## config.mk

```make
export PLATFORM = sky130hd
export DESIGN_NAME = standby_ctrl
export DESIGN_NICKNAME = d
export VERILOG_FILES = /design/src/rtl/stby_pkg.sv /design/src/rtl/stby_datapath.sv /design/src/rtl/stby_ctrl.sv /design/src/rtl/standby_ctrl.sv
export SDC_FILE = /design/constraint.sdc
export NUM_CORES = 1
export LEC_CHECK = 0
export CAP_MARGIN = 20
export CORE_UTILIZATION = 57
export CTS_BUF_LIST = sky130_fd_sc_hd__clkbuf_2
export CTS_CLUSTER_SIZE = 28
export DETAILED_ROUTE_END_ITERATION = 10
export HOLD_SLACK_MARGIN = 0.12
export PLACE_DENSITY_LB_ADDON = 0.1
export SLEW_MARGIN = 0
export SYNTH_ARGS = -nofsm -noshare
export SYNTH_HDL_FRONTEND = slang
export SYNTH_HIERARCHICAL = 1
export SYNTH_SLANG_ARGS = --single-unit
export TNS_END_PERCENT = 1
```

## constraint.sdc

```tcl
create_clock -name clk -period 4.1 [get_ports clk]
set_input_delay 0.82 -clock clk [delete_from_list [all_inputs] [get_ports clk]]
set_output_delay 0.82 -clock clk [all_outputs]
set_load 0.02 [all_outputs]
```

## src/rtl/stby_pkg.sv

```systemverilog
package stby_pkg;

  typedef enum logic [2:0] {
    MODE_RUN   = 3'd0,
    MODE_SLEEP = 3'd1,
    MODE_STOP  = 3'd2,
    MODE_CLOCK = 3'd3,
    MODE_WAIT  = 3'd4
  } modeE;

  typedef enum logic [1:0] {
    REQ_NONE,
    REQ_SLEEP,
    REQ_STOP,
    REQ_CLOCK
  } reqE;

  // Strobes from the control FSM into the datapath
  typedef struct packed {
    logic loadWait;
    logic latchPin;
  } strobeT;

endpackage

```

## src/rtl/stby_datapath.sv

```systemverilog
module stby_datapath
  import stby_pkg::*;
#(
  parameter int WAIT_EXP0 = 2,
  parameter int WAIT_EXP1 = 12,
  parameter int WAIT_EXP2 = 15,
  parameter int WAIT_EXP3 = 17
) (
  input  logic       clk,
  input  logic       rstN,
  input  logic [2:0] reqBits,   // {stop, sleep, clock}
  input  logic       pinBit,
  input  logic [1:0] waitSel,
  input  strobeT     strobes,
  output reqE        reqKind,
  output logic       pinFloat,
  output logic       waitZero
);

  localparam int EXPS [4] = '{WAIT_EXP0, WAIT_EXP1, WAIT_EXP2, WAIT_EXP3};
  localparam int MAX01  = (WAIT_EXP0 > WAIT_EXP1) ? WAIT_EXP0 : WAIT_EXP1;
  localparam int MAX23  = (WAIT_EXP2 > WAIT_EXP3) ? WAIT_EXP2 : WAIT_EXP3;
  localparam int MAXEXP = (MAX01 > MAX23) ? MAX01 : MAX23;
  localparam int CNT_W  = MAXEXP + 1;

  logic [CNT_W-1:0] waitCnt;
  logic [CNT_W-1:0] reloadVal;
  logic [31:0]      reloadFull;

  // Request decode: only the three one-hot patterns are legal
  always_comb begin
    case (reqBits)
      3'b100:  reqKind = REQ_STOP;
      3'b010:  reqKind = REQ_SLEEP;
      3'b001:  reqKind = REQ_CLOCK;
      default: reqKind = REQ_NONE;
    endcase
  end

  // Load value is the stabilization length minus one
  always_comb begin
    reloadFull = (32'd1 << EXPS[waitSel]) - 32'd1;
    reloadVal  = reloadFull[CNT_W-1:0];
  end

  always_ff @(posedge clk or negedge rstN) begin
    if (!rstN) begin
      waitCnt <= '0;
    end else if (strobes.loadWait) begin
      waitCnt <= reloadVal;
    end else if (waitCnt != '0) begin
      waitCnt <= waitCnt - 1'b1;
    end
  end

  always_ff @(posedge clk or negedge rstN) begin
    if (!rstN) begin
      pinFloat <= 1'b0;
    end else if (strobes.latchPin) begin
      pinFloat <= pinBit;
    end
  end

  assign waitZero = (waitCnt == '0);

endmodule

```

## src/rtl/stby_ctrl.sv

```systemverilog
module stby_ctrl
  import stby_pkg::*;
(
  input  logic       clk,
  input  logic       rstN,
  input  logic       wrEn,
  input  reqE        reqKind,
  input  logic       clkSelSub,
  input  logic       clkSwitchDone,
  input  logic       irqReq,
  input  logic [1:0] irqLevel,
  input  logic       intEnable,
  input  logic [1:0] cpuLevel,
  input  logic       extReset,
  input  logic       waitZero,
  input  logic       pinFloat,
  output strobeT     strobes,
  output modeE       mode,
  output logic       cpuClkEn,
  output logic       periClkEn,
  output logic       tickClkEn,
  output logic       oscEn,
  output logic       pinHold,
  output logic       pinHiZ,
  output logic       wakePulse,
  output logic       wakeService,
  output logic       resetSeqStart
);

  modeE nextMode;
  logic nextWake, nextSvc, nextStart;
  logic wakeHit, acceptWr;

  assign wakeHit  = irqReq && (irqLevel != 2'b11);
  assign acceptWr = wrEn && (reqKind != REQ_NONE) && !irqReq && clkSwitchDone
                    && !((reqKind == REQ_CLOCK) && clkSelSub);

  always_comb begin
    nextMode  = mode;
    strobes   = '0;
    nextWake  = 1'b0;
    nextSvc   = 1'b0;
    nextStart = 1'b0;
    if (extReset) begin
      if (mode == MODE_STOP || mode == MODE_CLOCK || mode == MODE_WAIT) begin
        nextMode         = MODE_WAIT;
        strobes.loadWait = 1'b1;
      end else begin
        nextMode  = MODE_RUN;
        nextStart = 1'b1;
      end
    end else begin
      case (mode)
        MODE_RUN: begin
          if (acceptWr) begin
            case (reqKind)
              REQ_SLEEP: nextMode = MODE_SLEEP;
              REQ_STOP:  nextMode = MODE_STOP;
              default:   nextMode = MODE_CLOCK;
            endcase
            strobes.latchPin = (reqKind == REQ_CLOCK);
          end
        end
        MODE_SLEEP, MODE_STOP, MODE_CLOCK: begin
          if (wakeHit) begin
            nextMode = MODE_RUN;
            nextWake = 1'b1;
            nextSvc  = intEnable && (irqLevel < cpuLevel);
          end
        end
        MODE_WAIT: begin
          if (waitZero) begin
            nextMode  = MODE_RUN;
            nextStart = 1'b1;
          end
        end
        default: nextMode = MODE_RUN;
      endcase
    end
  end

  always_ff @(posedge clk or negedge rstN) begin
    if (!rstN) begin
      mode          <= MODE_RUN;
      wakePulse     <= 1'b0;
      wakeService   <= 1'b0;
      resetSeqStart <= 1'b0;
    end else begin
      mode          <= nextMode;
      wakePulse     <= nextWake;
      wakeService   <= nextSvc;
      resetSeqStart <= nextStart;
    end
  end

  // Per-mode enables and pin controls
  always_comb begin
    cpuClkEn  = 1'b0;
    periClkEn = 1'b0;
    tickClkEn = 1'b0;
    oscEn     = 1'b0;
    pinHold   = 1'b0;
    pinHiZ    = 1'b0;
    case (mode)
      MODE_RUN: begin
        cpuClkEn = 1'b1; periClkEn = 1'b1; tickClkEn = 1'b1; oscEn = 1'b1;
      end
      MODE_SLEEP: begin
        periClkEn = 1'b1; tickClkEn = 1'b1; oscEn = 1'b1;
      end
      MODE_STOP:  pinHold = 1'b1;
      MODE_CLOCK: begin
        tickClkEn = 1'b1;
        pinHold   = !pinFloat;
        pinHiZ    = pinFloat;
      end
      MODE_WAIT:  oscEn = 1'b1;
      default: ;
    endcase
  end

endmodule

```

## src/rtl/standby_ctrl.sv

```systemverilog
module standby_ctrl
  import stby_pkg::*;
#(
  parameter int WAIT_EXP0 = 2,
  parameter int WAIT_EXP1 = 12,
  parameter int WAIT_EXP2 = 15,
  parameter int WAIT_EXP3 = 17
) (
  input  logic       clk,
  input  logic       rstN,
  input  logic       wrEn,
  input  logic [7:0] wrData,
  input  logic       clkSelSub,
  input  logic       clkSwitchDone,
  input  logic [1:0] waitSel,
  input  logic       irqReq,
  input  logic [1:0] irqLevel,
  input  logic       intEnable,
  input  logic [1:0] cpuLevel,
  input  logic       extReset,
  output logic [2:0] modeState,
  output logic       cpuClkEn,
  output logic       periClkEn,
  output logic       tickClkEn,
  output logic       oscEn,
  output logic       pinHold,
  output logic       pinHiZ,
  output logic       wakePulse,
  output logic       wakeService,
  output logic       resetSeqStart
);

  strobeT strobes;
  reqE    reqKind;
  modeE   mode;
  logic   pinFloat, waitZero;
  logic   unusedBits;

  assign unusedBits = ^{wrData[4], wrData[2:0]};

  stby_datapath #(
    .WAIT_EXP0(WAIT_EXP0), .WAIT_EXP1(WAIT_EXP1),
    .WAIT_EXP2(WAIT_EXP2), .WAIT_EXP3(WAIT_EXP3)
  ) uData (
    .clk      (clk),
    .rstN     (rstN),
    .reqBits  ({wrData[7], wrData[6], wrData[3]}),
    .pinBit   (wrData[5]),
    .waitSel  (waitSel),
    .strobes  (strobes),
    .reqKind  (reqKind),
    .pinFloat (pinFloat),
    .waitZero (waitZero)
  );

  stby_ctrl uCtrl (
    .clk           (clk),
    .rstN          (rstN),
    .wrEn          (wrEn),
    .reqKind       (reqKind),
    .clkSelSub     (clkSelSub),
    .clkSwitchDone (clkSwitchDone),
    .irqReq        (irqReq),
    .irqLevel      (irqLevel),
    .intEnable     (intEnable),
    .cpuLevel      (cpuLevel),
    .extReset      (extReset),
    .waitZero      (waitZero),
    .pinFloat      (pinFloat),
    .strobes       (strobes),
    .mode          (mode),
    .cpuClkEn      (cpuClkEn),
    .periClkEn     (periClkEn),
    .tickClkEn     (tickClkEn),
    .oscEn         (oscEn),
    .pinHold       (pinHold),
    .pinHiZ        (pinHiZ),
    .wakePulse     (wakePulse),
    .wakeService   (wakeService),
    .resetSeqStart (resetSeqStart)
  );

  assign modeState = mode;

endmodule

```

# [After elaboration in Yosys (flattened, before gate mapping)]
# Cells that the tools add are included.
[totals] in_bits=22 mem_count=0 word_cells=82 out_inout_bits=12 mem_bits_rw=0 reg_bits=25 romBits=0 latch_bits=0
[op_classes] n_shift=1 mul=0 reduce_logical=22 n_addsub=2 bitwise_logic=1 mux=34 eq_ne=14 n_lt_le_gt_ge=2 div_mod_pow=0
[op_table] cell="binary-select mux 32 bit (select 2 bit)" count=1
[op_table] cell="2-to-1 mux 32 bit" count=2
[op_table] cell="2-to-1 mux 18 bit" count=2
[op_table] cell="subtractor 18 x 1 -> 18 bit (second input constant)" count=2
[op_table] cell="left shift 1 x 32 -> 18 bit (first input constant)" count=1
[op_table] cell="2-to-1 mux 1 bit" count=20
[op_table] cell="zero test 18 bit" count=1
[op_table] cell="nonzero test 18 bit" count=1
[op_table] cell="2-to-1 mux 3 bit" count=5
[op_table] cell="equality test 3 x 2 -> 1 bit (second input constant)" count=3
[op_table] cell="inequality test 3 x 2 -> 1 bit (second input constant)" count=3
[op_table] cell="case mux 3 bit (3 select lines)" count=1
[op_table] cell="OR reduction 3 bit" count=3
[op_table] cell="logical AND 1 bit" count=7
[op_table] cell="equality test 3 x 1 -> 1 bit (second input constant)" count=2
[op_table] cell="equality test 3 bit (second input constant)" count=2
[op_table] cell="case mux 2 bit (3 select lines)" count=1
[op_table] cell="equality test 2 bit (second input constant)" count=2
[op_table] cell="case mux 2 bit (2 select lines)" count=1
[op_table] cell="nonzero test 2 bit" count=2
[op_table] cell="greater-or-equal comparator 3 bit (second input constant)" count=1
[op_table] cell="zero test 1 bit" count=3
[op_table] cell="zero test 3 bit" count=1
[op_table] cell="NOT 2 -> 3 bit" count=1
[op_table] cell="7 further kinds" count=8

# [Longest topological paths before layout]
[logic_depth] ltp_word=10 ltp_mapped=14 ltp_nobuf=11

# [Cells and area by module]
# Netlist, hierarchy kept.
[by_module_without_submodules] module="stby_datapath" instances=1 area_per_inst_um2=1281.2 seq_area_each_um2=475.5 cells_each=142
[by_module_without_submodules] module="stby_ctrl" instances=1 area_per_inst_um2=464.2 seq_area_each_um2=150.1 cells_each=52

# [Worst setup path before layout]
# OpenSTA, ideal clock, no wires.
[synth_timing] kind="input port to flip-flop" from="in extReset" to="reg uData.waitCnt[16]" n_path_buf=4 required_ns=3.953 arrival_time_ns=2.996 path_slack_ns=0.957 cell_stages=12 setup_time_ns=0.147 cell_sequence="clkbuf_1 -> nor2b_1 -> buf_4 -> buf_2 -> inv_1 -> clkbuf_1 -> nand2_1 -> ha_1 -> o2111ai_1 -> nor4_1 -> xor2_1 -> nor2_1"
[synth_rtl] item="from (decl)" line_no="standby_ctrl.sv:20" text="input logic extReset,"
[synth_rtl] item="to (signal assigned)" line_no="stby_datapath.sv:50" text="waitCnt <= reloadVal;"
[synth_rtl] item="to (signal assigned)" line_no="stby_datapath.sv:52" text="waitCnt <= waitCnt - 1'b1;"
[synth_rtl] item="to (decl)" line_no="stby_datapath.sv:26" text="logic [CNT_W-1:0] waitCnt;"

==> flow_summary.toml <==
[run_status]
status = "complete, no violations"

[setup_path]
end_kind = "flip-flop"
critPathLaunchType = "flip-flop"
rrSetupSlack_ns = 0.91
critPathMaxFanout = 26
crit_slowest_cell = "dfrtp_1"
slowest_delay_ns = 0.65
worstPathArrival_ns = 3.46
path_buf_inv = 2
path_class = "flip-flop to flip-flop"
r2r_end = "uData/waitCnt[16]"
worstSetupStartpoint = "uCtrl/mode[1]"
cp_data_required_time_ns = 4.36
critical_path_depth = 12
ff2ff_path_depth = 12
crit_path_frequent_cell = "nor2b_1"
r2r-start = "uCtrl/mode[1]"
worstPathCellList = "nor2b_1 > a21oi_1 > nor2b_1 > buf_12 > nor2b_1 > a31o_2 > inv_1 > ha_1 > o2111ai_1 > nor4_1 > xor2_1 > nor2_1"
crit_path_end = "uData/waitCnt[16]"
cp_top_family = "simple AND/OR/NAND/NOR gates"

[synth]
yosys_warnings = 6
synthCells = 194
synth_seq_cells = 25
synth.distinct_cells = 53
avgSynthCellArea_um2 = 9.00
syn_nets = 222
synth_edf_count = 0
syn-cell-area_um2 = 1750
synth_ff_type = "dfrtp_1"
seq_area_frac_synth = 0.358
async_flop_share = 1.00

[route]
first_iter_violations = 99
viasPerCell = 6.39
drc = 0
totalWireLength_mm = 4.07
wl_per_cell_um = 16.1
antenna_left = 0
first_pass_iters = 4
vias = 1616

[cells_and_area]
final_common_cell = "clkdlybuf4s50_1"
mostFrequentLayoutCells = "clkdlybuf4s50_1, dfrtp_1, nor2_1"
design_area_um2 = 2090
diodes = 0
nets = 251
drive_above_1_share = 0.0946
areaGrowthSynthToFinish_pct = 19.6

[power]
pwr-share-comb = 0.568
switchingPower_uw = 578
power_mw = 1.28
clkPwrFrac = 0.079
p_int_uw = 698
p_leak_nw = 0.848
ir_worst_vdd_mv = 0.389
power_density_nw_per_um2 = 611
pwr-share-seq = 0.353
switching_share = 0.453

[sta]
min_period_ns = 3.19
fin_ws_ns = 0.906
hold_viol = 0
max_slew_margin = 0.419
worstMarginPinSlew_ns = 0.866
slew_violations = 0
finClkSkew_ns = 0.00534
finalSetupTns_ns = 0
whs_ns = 0.568
rsz0062_at_grt = "false"
setup_viol = 0
min_period_over_period = 0.779
timing.fmax_mhz = 313

[grt]
grt_pass1_vias = 1594
grt_max_degree = 27
antenna_found_initial = 0
gr-total-overflow = 0
grt_pass1_wl_mm = 7.10
grt_use_total = 0.281

[place]
io_buffers = 29
dpl_worst_slack_ns = 0.587
place_area_um2 = 2070
place_congestion = 0.869
post-dp-hpwl_mm = 3.03

[clock_tree]
clock_path_buffers = 2
ctsHoldBuffers = 0
cts_tree = "yes"
cts_made_buffers = 3
clk_latency_ns = 0.36
post_cts_resized = 0
cts_setup_buffers = 0
path_clk_slew_ns = 0.24
cts_max_level = 1
cts_sinks = 25
cts_root_buffer = "clkbuf_2"

[flow_run]
drv_cap = 0

[die]
start_util = 0.617
die_w_um = 57.3
core_um2 = 2830
fp.dieArea_um2 = 3290
io_pins = 34
die_h_um = 57.3
rows = 19

[min_path]
hold_path_depth = 1
min-delay-start = "uData/pinFloat"
hold_class = "flip-flop to flip-flop"
cells by family (layout without fill, tap and decap cells):
logic type,after synthesis,count (layout),synth area share
simple gates,77,77,0.255
compound gates,47,47,0.190
flops,25,25,0.358
buf+inv,22,50,0.0588
mux,10,10,0.0595
xor+xnor,7,7,0.0351
fa+ha+maj,6,6,0.0430
routing by layer:
metal / up-vias / GRT usage / routed length [um]
li1: 769 / - / -
met1: 783 / 0.371 / 1800
met2: 55 / 0.466 / 1980
met3: 9 / 0.0317 / 213
met4: 0 / 0.129 / 67
met5: - / 0 / 0
worst register-to-register path: cells and delay by family, from the launching register on:
kind                       cells  cell delay [ns]
buffers and inverters          2             0.27
adders and majority gates      1             0.24
DFF                            1             0.65
AOI/OAI and AO/OA              3             0.64
and+or+nand+nor                5             1.10
xor gates and xnor gates       1             0.19
power groups by stage:
stage / Clock [mW] / Combinational, mW / Sequential, mW
after floorplan: 0 / 0.526 / 0.425
after global placement: 0 / 0.680 / 0.448
after detailed placement: 0 / 0.713 / 0.454
after CTS: 0.105 / 0.719 / 0.448
after global routing: 0.114 / 0.800 / 0.463
final: 0.101 / 0.725 / 0.450
registers in the layout (all words and copies together) (netlist names):
signal / cells
uCtrl/mode: 3
uCtrl/resetSeqStart: 1
uCtrl/wakePulse: 1
uCtrl/wakeService: 1
uData/pinFloat: 1
uData/waitCnt: 18
metrics by stage:
step / utilization / cells
floorplan: - / 194
global placement: 0.731 / 249
detailed placement: 0.731 / 249
CTS: 0.738 / 253
global route: 0.738 / 253
finish: 0.738 / 253
area by class of cell:
cell class | instances | area (um2)
fillers | 221 | 742
clock buffers | 3 | 15.0
flip-flops and latches | 25 | 626
well taps | 31 | 38.8
repair buffers | 34 | 340
clock inverters | 1 | 5.00
inverters | 12 | 45.0
multi-input cells | 147 | 1020
Yosys cell counts, types with 3 or more instances:
cell       n  share of area
mux2_2     3          0.019
xor2_1     3          0.015
o21a_1     3          0.013
nor4_1     4          0.014
nor2b_1    4          0.014
o21ai_0   12          0.034
mux2i_1    7          0.040
nor3_1    11          0.032
dfrtp_1   25           0.36
xnor2_1    4          0.020
ha_1       6          0.043
or4_1      3          0.013
nand2_1   11          0.024
inv_1     11          0.024
buf_2      4          0.011
o211ai_1   4          0.017
nand2b_1   6          0.022
nor2_1    15          0.032
nand3_1    5          0.014
a21oi_1    8          0.023
worst min path at each step:
stage / endpoint / slack, ns
floorplan: uData/pinFloat / 0.49
global placement: uData/pinFloat / 0.50
detailed placement: uData/pinFloat / 0.53
CTS: uData/pinFloat / 0.58
global route: uData/pinFloat / 0.60
finish: uData/pinFloat / 0.57
No activity file was read; power rests on OpenSTA's default activity.
